$ cat config.mk
export PLATFORM = sky130hd
export DESIGN_NAME = bkpt_match_unit
export DESIGN_NICKNAME = d
export VERILOG_FILES = /design/src/rtl/bkpt_pkg.sv /design/src/rtl/bkpt_cmp.sv /design/src/rtl/bkpt_regs.sv /design/src/rtl/bkpt_status.sv /design/src/rtl/bkpt_match_unit.sv
export SDC_FILE = /design/constraint.sdc
export NUM_CORES = 1
export LEC_CHECK = 0
export ABC_AREA = 1
export BUFFER_PORTS_ARGS = -buffer_cell sky130_fd_sc_hd__buf_2
export CAP_MARGIN = 20
export CORE_MARGIN = 3
export CORE_UTILIZATION = 30
export CTS_BUF_LIST = sky130_fd_sc_hd__clkbuf_2
export CTS_CLUSTER_SIZE = 25
export DETAILED_ROUTE_END_ITERATION = 6
export GPL_ROUTABILITY_DRIVEN = 1
export HOLD_SLACK_MARGIN = 0.02
export PLACE_DENSITY = 0.45
export SYNTH_ARGS = -nofsm -noshare
export SYNTH_HDL_FRONTEND = slang
export SYNTH_SLANG_ARGS = --single-unit
$ cat constraint.sdc
create_clock -name clk_i -period 5.6 [get_ports clk_i]
set_input_delay 0.28 -clock clk_i [delete_from_list [all_inputs] [get_ports clk_i]]
set_output_delay 0.28 -clock clk_i [all_outputs]
set_load 0.005 [all_outputs]
$ cat src/rtl/bkpt_pkg.sv
package bkpt_pkg;
  localparam int NUM_BP   = 4;
  localparam int REG_W    = 32;
  localparam int SEL_W    = 3;
  localparam int STEP_BIT = 14;
  localparam int COND_LSB = 16;
  localparam int FIELD_W  = 4;

  localparam logic [SEL_W-1:0] SEL_CTRL = 3'd4;
  localparam logic [SEL_W-1:0] SEL_STAT = 3'd5;

  typedef enum logic [1:0] {
    ACC_FETCH = 2'b00,
    ACC_WRITE = 2'b01,
    ACC_READ  = 2'b10,
    ACC_NONE  = 2'b11
  } acc_kind_e;

  typedef enum logic [1:0] {
    COND_EXEC = 2'b00,
    COND_WR   = 2'b01,
    COND_RSVD = 2'b10,
    COND_RW   = 2'b11
  } cond_e;

  function automatic logic [3:0] len_bytes(logic [1:0] code);
    case (code)
      2'b00:   return 4'd1;
      2'b01:   return 4'd2;
      2'b11:   return 4'd4;
      default: return 4'd8;
    endcase
  endfunction

  function automatic logic [REG_W-1:0] local_mask();
    logic [REG_W-1:0] m;
    m = '0;
    for (int n = 0; n < NUM_BP; n++) m[2*n] = 1'b1;
    return m;
  endfunction

  function automatic logic [REG_W-1:0] ctrl_wmask();
    logic [REG_W-1:0] m;
    m = '0;
    for (int n = 0; n < NUM_BP; n++) begin
      m[2*n]   = 1'b1;
      m[2*n+1] = 1'b1;
      m[COND_LSB + FIELD_W*n +: FIELD_W] = '1;
    end
    return m;
  endfunction
endpackage

$ cat src/rtl/bkpt_cmp.sv
module bkpt_cmp
  import bkpt_pkg::*;
#(
  parameter int ADDR_W = 32
) (
  input  logic [ADDR_W-1:0] bp_addr_i,
  input  logic              loc_en_i,
  input  logic              glb_en_i,
  input  logic [1:0]        cond_i,
  input  logic [1:0]        len_i,
  input  logic              task_switch_i,
  input  logic              acc_valid_i,
  input  logic [ADDR_W-1:0] acc_addr_i,
  input  logic [1:0]        acc_size_i,
  input  logic [1:0]        acc_kind_i,
  output logic              hit_o
);
  localparam int XW = ADDR_W + 1;

  logic [ADDR_W-1:0] align_mask;
  logic [XW-1:0]     bp_lo, bp_hi, ac_lo, ac_hi;
  logic              armed, cond_ok, overlap;
  acc_kind_e         kind;

  assign kind = acc_kind_e'(acc_kind_i);

  // local enable is masked in the pulse cycle itself
  assign armed = (loc_en_i & ~task_switch_i) | glb_en_i;

  always_comb begin
    align_mask = ~(ADDR_W'(len_bytes(len_i)) - ADDR_W'(1));
    bp_lo      = {1'b0, bp_addr_i & align_mask};
    bp_hi      = bp_lo + XW'(len_bytes(len_i)) - XW'(1);
    ac_lo      = {1'b0, acc_addr_i};
    ac_hi      = ac_lo + XW'(len_bytes(acc_size_i)) - XW'(1);
    overlap    = (ac_lo <= bp_hi) && (bp_lo <= ac_hi);
  end

  always_comb begin
    unique case (cond_e'(cond_i))
      COND_EXEC: cond_ok = (kind == ACC_FETCH) && (len_i == 2'b00);
      COND_WR:   cond_ok = (kind == ACC_WRITE);
      COND_RW:   cond_ok = (kind == ACC_WRITE) || (kind == ACC_READ);
      default:   cond_ok = 1'b0;
    endcase
  end

  assign hit_o = acc_valid_i & armed & cond_ok & overlap;
endmodule

$ cat src/rtl/bkpt_regs.sv
module bkpt_regs
  import bkpt_pkg::*;
#(
  parameter int ADDR_W = 32
) (
  input  logic                           clk_i,
  input  logic                           rst_ni,
  input  logic                           we_i,
  input  logic [SEL_W-1:0]               sel_i,
  input  logic [REG_W-1:0]               wdata_i,
  input  logic                           task_switch_i,
  input  logic [REG_W-1:0]               status_i,
  output logic [NUM_BP-1:0][ADDR_W-1:0]  bp_addr_o,
  output logic [REG_W-1:0]               ctrl_o,
  output logic [REG_W-1:0]               rdata_o
);
  localparam logic [REG_W-1:0] WMASK = ctrl_wmask();
  localparam logic [REG_W-1:0] LMASK = local_mask();

  logic [REG_W-1:0] ctrl_q, ctrl_d;

  for (genvar n = 0; n < NUM_BP; n++) begin : g_addr
    always_ff @(posedge clk_i or negedge rst_ni) begin
      if (!rst_ni)                              bp_addr_o[n] <= '0;
      else if (we_i && sel_i == SEL_W'(n))      bp_addr_o[n] <= wdata_i[ADDR_W-1:0];
    end
  end

  always_comb begin
    ctrl_d = ctrl_q;
    if (we_i && sel_i == SEL_CTRL) ctrl_d = wdata_i & WMASK;
    if (task_switch_i)             ctrl_d = ctrl_d & ~LMASK;
  end

  always_ff @(posedge clk_i or negedge rst_ni) begin
    if (!rst_ni) ctrl_q <= '0;
    else         ctrl_q <= ctrl_d;
  end

  assign ctrl_o = ctrl_q;

  always_comb begin
    rdata_o = '0;
    if (sel_i < SEL_W'(NUM_BP)) rdata_o = REG_W'(bp_addr_o[sel_i[1:0]]);
    else if (sel_i == SEL_CTRL) rdata_o = ctrl_q;
    else if (sel_i == SEL_STAT) rdata_o = status_i;
  end
endmodule

$ cat src/rtl/bkpt_status.sv
module bkpt_status
  import bkpt_pkg::*;
(
  input  logic              clk_i,
  input  logic              rst_ni,
  input  logic              sw_we_i,
  input  logic [NUM_BP:0]   sw_bits_i,
  input  logic [NUM_BP-1:0] hit_i,
  input  logic              step_i,
  output logic              exc_o,
  output logic [REG_W-1:0]  status_o
);
  logic [NUM_BP-1:0] hit_q, hit_base;
  logic              step_q, step_base, exc_q;

  // software write replaces, hardware set wins in the same cycle
  assign hit_base  = sw_we_i ? sw_bits_i[NUM_BP-1:0] : hit_q;
  assign step_base = sw_we_i ? sw_bits_i[NUM_BP]     : step_q;

  always_ff @(posedge clk_i or negedge rst_ni) begin
    if (!rst_ni) begin
      hit_q  <= '0;
      step_q <= 1'b0;
      exc_q  <= 1'b0;
    end else begin
      hit_q  <= hit_base | hit_i;
      step_q <= step_base | step_i;
      exc_q  <= (|hit_i) | step_i;
    end
  end

  always_comb begin
    status_o                 = '0;
    status_o[NUM_BP-1:0]     = hit_q;
    status_o[STEP_BIT]       = step_q;
  end

  assign exc_o = exc_q;
endmodule

$ cat src/rtl/bkpt_match_unit.sv
module bkpt_match_unit
  import bkpt_pkg::*;
#(
  parameter int ADDR_W = 32
) (
  input  logic              clk_i,
  input  logic              rst_ni,
  input  logic              reg_we_i,
  input  logic [2:0]        reg_sel_i,
  input  logic [31:0]       reg_wdata_i,
  output logic [31:0]       reg_rdata_o,
  input  logic              acc_valid_i,
  input  logic [ADDR_W-1:0] acc_addr_i,
  input  logic [1:0]        acc_size_i,
  input  logic [1:0]        acc_kind_i,
  input  logic              task_switch_i,
  input  logic              step_i,
  output logic              dbg_exc_o
);
  logic [NUM_BP-1:0][ADDR_W-1:0] bp_addr;
  logic [REG_W-1:0]              ctrl, status;
  logic [NUM_BP-1:0]             hit_vec;

  bkpt_regs #(.ADDR_W(ADDR_W)) u_regs (
    .clk_i         (clk_i),
    .rst_ni        (rst_ni),
    .we_i          (reg_we_i),
    .sel_i         (reg_sel_i),
    .wdata_i       (reg_wdata_i),
    .task_switch_i (task_switch_i),
    .status_i      (status),
    .bp_addr_o     (bp_addr),
    .ctrl_o        (ctrl),
    .rdata_o       (reg_rdata_o)
  );

  for (genvar n = 0; n < NUM_BP; n++) begin : g_cmp
    bkpt_cmp #(.ADDR_W(ADDR_W)) u_cmp (
      .bp_addr_i     (bp_addr[n]),
      .loc_en_i      (ctrl[2*n]),
      .glb_en_i      (ctrl[2*n+1]),
      .cond_i        (ctrl[COND_LSB + FIELD_W*n +: 2]),
      .len_i         (ctrl[COND_LSB + FIELD_W*n + 2 +: 2]),
      .task_switch_i (task_switch_i),
      .acc_valid_i   (acc_valid_i),
      .acc_addr_i    (acc_addr_i),
      .acc_size_i    (acc_size_i),
      .acc_kind_i    (acc_kind_i),
      .hit_o         (hit_vec[n])
    );
  end

  bkpt_status u_status (
    .clk_i     (clk_i),
    .rst_ni    (rst_ni),
    .sw_we_i   (reg_we_i && reg_sel_i == SEL_STAT),
    .sw_bits_i ({reg_wdata_i[STEP_BIT], reg_wdata_i[NUM_BP-1:0]}),
    .hit_i     (hit_vec),
    .step_i    (step_i),
    .exc_o     (dbg_exc_o),
    .status_o  (status)
  );
endmodule

==> run metrics, run 1 <==
ANT nets after route 0; Setup crit end kind register; Setup CP Type reg2reg; Fmax 0.188 GHz; clk sinks 158; first-pass GRT wire length 143000 um; clock latency at the later pin of the worst-skew pair 1050 ps; Starting Density 30.5%; max-cap viol count 0; r2r setup slk 280 ps; multi-input combinational cell area 15800 um^2; Cells after Synth 3214; final net count 3829; reg2reg start u_regs.ctrl_o[31]$_DFFE_PN0P_; VDD IR max 0.144 mV; Die X 277 um; Max H-tree Level 4; Mapped Area 22000 um^2; final setup fails 0; RSZ-0062 raised after global routing false; power density over cell area 407 nW/um^2; Routed wire per std cell 23.2 um; pins over their slew limit 0; Global Route Usage Sum 25.5%; hold depth 4; Synth Area per Inst 6.84 um^2; Core Util, Final 34.4%; part of the cycle the worst path needs 95.0%; Min-Delay Path Class in2reg; gpl congestion 0.970; yosys warns 0; Iter 0 DRT Violations 1565; Worst-path clk slew 310 ps; number of synthesized flops with an enable pin 0; sw frac 56.7%; sequential fraction of design power 17.4%; final WL 99600 um; die height 277 um; most frequent cells in the layout 683 x nand2_1, 444 x inv_1, 417 x ha_1, 267 x o21ai_0, 258 x a21oi_1; FF/Latch Area 3950 um^2; antenna violations before repair 7; post-CTS setup buffer count 0; CP Launch Type register; TritonCTS clock tree yes; Top FF cell, synth dfrtp_1; Via Count 22.2k; vias in the first global route 21.6k; share of total power in combinational logic 74.7%; Overflow after GRT 0; syn_nets 3713; Layout area overhead 12.8%; internal power 4.37 mW; WP data required 6570 ps; Clock Power Share 7.9%; most common cell after layout, fill and taps aside nand2_1; share of cells above drive strength 1 9.24%; drt via density 5.16; status completed; Final HPWL DP 83600 um; Tmin final 5320 ps; Synth async-reset ratio 100%; largest net degree at the start of global routing 85; Seq/Total Area, Yosys 18.0%; root buf cell clkbuf_2; worst slew pin tran 1070 ps; number of I/O pins 110; CORE AREA 72100 um^2; Row Count 98; Total Neg Setup Slack 0 ps; Slew headroom 28.1%; reg2reg path depth 27; switching power total 5.73 mW; end point of the worst hold path u_regs.bp_addr_o[95]$_DFFE_PN0P_; clock buffer depth 2; CTS Buf Count 17; FF-to-FF End u_status.exc_o$_DFF_PN0_; Leakage 12.8 nW; Filler cells 8035; hold path start reg_wdata_i[31]; clk_skew 76.4 ps; CP Max Fanout 8; Worst EP arrival 6290 ps; final hold vios 0; residual DRC count 0; Cell variety after synth 57; register bit count reported by yosys 158; Pre-Repair DR Iteration Count 5; Die ar. 76600 um^2; Port-buffer cells 109
-- routing by layer --
layer	GRT usage [%]	wire length, um	vias to the layer above
li1	-	-	10951
met2	40.3	43700	674
met4	9.46	3950	0
met5	0	0	-
met1	34.0	45100	10408
met3	5.41	6850	136
-- what timing repair did --
| action | in CTS | in global routing |
|---|---|---|
| hold endpoints to repair | 305 | 0 |
| hold buffers | 93 | 0 |
| resized for setup | 0 | 0 |
-- kinds of logic after synthesis --
kind of cell,share of synthesized area [%]
and+or+nand+nor,20.5
AOI/OAI and AO/OA,21.2
buffers and inverters,10.5
adders and majority gates,24.2
DFF,18.0
xor gates and xnor gates,5.77
-- critical path, stage by stage (launching register included) --
cell and delay (ps):
dfrtp_1 510, nor2_1 150, inv_1 50, o21ai_0 140
inv_1 60, ha_1 220, fa_1 400, nand3_1 110
nand3_2 120, a21oi_2 260, o21ai_2 170, a21oi_2 320
o21ai_1 160, nand2_1 100, o211ai_2 150, a21oi_2 180
xor2_1 80, ha_1 290, and3_1 410, nand4_1 160
nor4_1 270, buf_4 190, nand4_1 200, nand2_1 150
nor2_1 40, nand2_1 160, nand3_1 150, nand3_1 110
-- area by class of cell --
class                   count  area share [%]
clock buffers              17           0.343
well taps                 950            4.79
multi-input cells        2445            63.5
inverters                 450            6.81
clock inverters            15           0.792
repair buffers            258            7.79
diodes                      5          0.0504
flip-flops and latches    158            15.9
-- how the worst max path moves through the flow --
stage | startpoint | end | slack (ps) | cells past startpoint
2_1_floorplan | u_regs.ctrl_o[23]$_DFFE_PN0P_ | u_status.exc_o$_DFF_PN0_ | 1570 | 36
4_1_cts | u_regs.ctrl_o[31]$_DFFE_PN0P_ | u_status.exc_o$_DFF_PN0_ | 400 | 27
5_1_grt | u_regs.ctrl_o[31]$_DFFE_PN0P_ | u_status.exc_o$_DFF_PN0_ | 50 | 27
3_3_place_gp | acc_addr_i[1] | u_status.hit_q[2]$_DFF_PN0_ | 240 | 29
3_5_place_dp | acc_addr_i[1] | u_status.hit_q[2]$_DFF_PN0_ | 240 | 29
6_report | u_regs.ctrl_o[31]$_DFFE_PN0P_ | u_status.exc_o$_DFF_PN0_ | 280 | 27
-- power by group through the flow --
stage,clock network [mW],registers [mW],logic [mW]
5_1_grt,0.846,1.78,8.49
3_5_place_dp,0,1.77,7.39
4_1_cts,0.809,1.75,7.49
3_3_place_gp,0,1.77,7.42
2_1_floorplan,0,1.54,5.25
6_report,0.794,1.76,7.54
-- cell usage after synthesis (3+ instances only) --
master    count  area, um^2
and3_1        3        18.8
o21ai_2      15         131
nand3_2       4        40.0
o211ai_2      3        37.5
nor2_1      215         807
nand2_2      23         144
buf_2         4        20.0
a21o_1       28         210
nand4_1      23         144
o221ai_1      4        35.0
inv_1       444        1670
xor2_1       59         517
a21oi_4       4        65.1
a21oi_1     258        1290
a21boi_2      8        90.1
fa_1          5         100
clkbuf_1    153         574
xnor2_1      84         736
o21bai_2      5        56.3
o21ai_1      17        85.1
a21oi_2      20         175
o21a_1       15         113
o21bai_1     13        97.6
buf_1         4        15.0
a31oi_1      23         144
a21boi_1      4        30.0
a211oi_1      7        52.6
nor4_1       16         100
nor2_2        5        31.3
o22ai_1      54         338
dfrtp_1     158        3950
o21ai_4       4        65.1
o21ai_0     267        1340
inv_2         6        22.5
nand2_1     685        2570
nor3_1       31         155
a221oi_1     12         105
nand3_1      85         425
o211ai_1      4        30.0
a21boi_0      3        22.5
ha_1        417        5220
-- through the flow --
stage	hold WS, ps	std cells	instance area [um^2]	setup slack (ps)	total power, mW
final	131	4298	24800	282	10.1
after global routing	47.1	4297	24800	46.9	11.1
after CTS	24.6	4293	24800	395	10.0
after detailed placement	406	4168	23600	236	9.16
after global placement	409	4168	23600	242	9.19
after floorplan	-15.6	3214	22000	1570	6.79
-- sequential cells by signal, indices dropped and copies added, names as in the netlist --
signal,count
u_regs.bp_addr_o,128
u_regs.ctrl_o,24
u_status.exc_o,1
u_status.hit_q,4
u_status.step_q,1
(Power assumes the default switching activity.)
==> inputs of run 2 (changes only) <==
BUFFER_PORTS_ARGS = -buffer_cell sky130_fd_sc_hd__buf_4   (was -buffer_cell sky130_fd_sc_hd__buf_2)
==> run metrics, run 2 (same netlist as run 1, synthesis figures left out) <==
vias in the first global route 22.1k (+2.3%); worst slew pin tran 1060 ps (-11.0 ps); CTS Buf Count 17 (unchanged); Place WS 393 ps (+157 ps); hold depth 9 (+5); most flop-heavy register u_regs.bp_addr_o; hold path start acc_addr_i[29]; CP max-delay cell nor4_1; Max H-tree Level 4 (unchanged); final WL 100000 um (+0.75%); max-cap viol count 0 (unchanged); CP Max Fanout 4 (-4); clk sinks 158 (unchanged); FF-to-FF End u_status.exc_o$_DFF_PN0_; Min-Delay Path Class in2reg; Worst EP arrival 6270 ps (-20 ps); Port-buffer cells 109 (unchanged); post-route setup slack 293 ps (+11.3 ps); reg2reg start u_regs.ctrl_o[31]$_DFFE_PN0P_; final net count 3847 (+0.47%); clk_skew 57.4 ps (-19.1 ps); most frequent CP cell nand2_1; Slew headroom 28.9% (+0.74 points); Die X 277 um (unchanged); first-pass GRT wire length 146000 um (+2.0%); Starting Density 30.5% (unchanged); Die ar. 76600 um^2 (unchanged); power density over cell area 401 nW/um^2 (-1.4%); most frequent cells in the layout 683 x nand2_1, 442 x inv_1, 417 x ha_1, 267 x o21ai_0, 258 x a21oi_1; status completed; Layout area overhead 15.1%; Pre-Repair DR Iteration Count 5 (unchanged); reg2reg path depth 27 (unchanged); Iter 0 DRT Violations 1714 (+9.5%); ANT nets after route 0 (unchanged); Core Util, Final 35.1% (+0.71 points); Tmin final 5310 ps (-11.3 ps); die height 277 um (unchanged); part of the cycle the worst path needs 94.8% (-0.20 points); Worst-path clk slew 280 ps (-30 ps); met1 Track Usage GR 35.6% (+1.6 points); Routed wire per std cell 23.3 um (+0.36%); most common cell after layout, fill and taps aside nand2_1; TritonCTS clock tree yes; Leakage 13.0 nW (+1.1%); r2r setup slk 330 ps (+50 ps); met3 Use GR 2.55% (-2.9 points); CP Launch Type primary input; Via Count 22.2k (+0.16%); Top Usage Layer GRT met2; antenna violations before repair 7 (unchanged); Crit path max-delay family simple AND/OR/NAND/NOR gates; buffers plus inverters on the worst setup path 6 (+3); pins over their slew limit 0 (unchanged); end point of the worst hold path u_status.exc_o$_DFF_PN0_; residual DRC count 0 (unchanged); Fmax 0.188 GHz (+0.21%); Setup crit end kind register; CORE AREA 72100 um^2 (unchanged); clock latency at the later pin of the worst-skew pair 1030 ps (-20 ps); share of cells above drive strength 1 9.55% (+0.31 points); Power, Total 10.2 mW (+0.64%); final setup fails 0 (unchanged); number of I/O pins 110 (unchanged); max FFs per register 128 (unchanged); hold slack 184 ps (+52.1 ps); WP data required 6570 ps (about the same); Global Route Usage Sum 25.7% (+0.27 points); Total Neg Setup Slack 0 ps (unchanged); gpl congestion 0.968 (-0.21%); GRT met2 Usage 42.2% (+1.9 points); Overflow after GRT 0 (unchanged); Final HPWL DP 84200 um (+0.65%); clock buffer depth 2 (unchanged); Row Count 98 (unchanged); VDD IR max 0.256 mV (+78%); root buf cell clkbuf_2; slowest stage delay, CP 600 ps (+90 ps); Setup CP Type in2reg; largest net degree at the start of global routing 66 (-22%); final hold vios 0 (unchanged); drt via density 5.15 (-0.23%)
-- run 2: worst max path at each step --
| stage | startpoint | to | slack, ps | cells after the start |
|---|---|---|---|---|
| 2_1_floorplan | u_regs.ctrl_o[23]$_DFFE_PN0P_ | u_status.exc_o$_DFF_PN0_ | 1570 | 36 |
| 3_3_place_gp | acc_size_i[1] | u_status.exc_o$_DFF_PN0_ | 310 | 28 |
| 3_5_place_dp | acc_size_i[1] | u_status.exc_o$_DFF_PN0_ | 390 | 28 |
| 4_1_cts | u_regs.ctrl_o[23]$_DFFE_PN0P_ | u_status.exc_o$_DFF_PN0_ | 6 | 30 |
| 5_1_grt | u_regs.ctrl_o[23]$_DFFE_PN0P_ | u_status.exc_o$_DFF_PN0_ | -20 | 37 |
| 6_report | acc_size_i[1] | u_status.exc_o$_DFF_PN0_ | 290 | 30 |
-- run 2: power by group --
part / leakage [nW] / internal [mW] / total, mW / switching [mW]
clock: 0.160 / 0.166 / 0.766 / 0.600
combinational: 10.8 / 2.84 / 7.63 / 4.79
sequential: 1.98 / 1.35 / 1.76 / 0.408
total: 13.0 / 4.37 / 10.2 / 5.80
-- run 2: what timing repair did --
item	in CTS	in global routing
hold buffers	110	0
endpoints found under the setup margin	0	4
endpoints found under the hold margin	316	0
gates resized for setup	0	15
buffers inserted	0	3
-- run 2: through the flow --
step	cell area, um^2	cells
2_1_floorplan	22000	3214
3_3_place_gp	23800	4166
3_5_place_dp	23800	4166
4_1_cts	25200	4308
5_1_grt	25300	4313
6_report	25300	4315
-- run 2: tightest hold or removal path, delay by kind of cell --
kind | cells | cell delay [ps]
buf+inv | 1 | 190
simple gates | 5 | 360
fa+ha+maj | 1 | 170
compound gates | 2 | 170
-- run 2: cell type report --
type                    count  area (um^2)
multi-input cells        2445        15800
flip-flops and latches    158         3960
fillers                  8002        46800
inverters                 450         1690
repair buffers            276         2380
well taps                 950         1190
clock buffers              17         85.1
clock inverters            15          189
diodes                      4         10.0
-- run 2: layer usage --
layer	part of all wire (%)	wire, um
met2	45	45400
met5	0.013	13
met1	47	47300
met4	3.2	3170
met3	4.5	4560
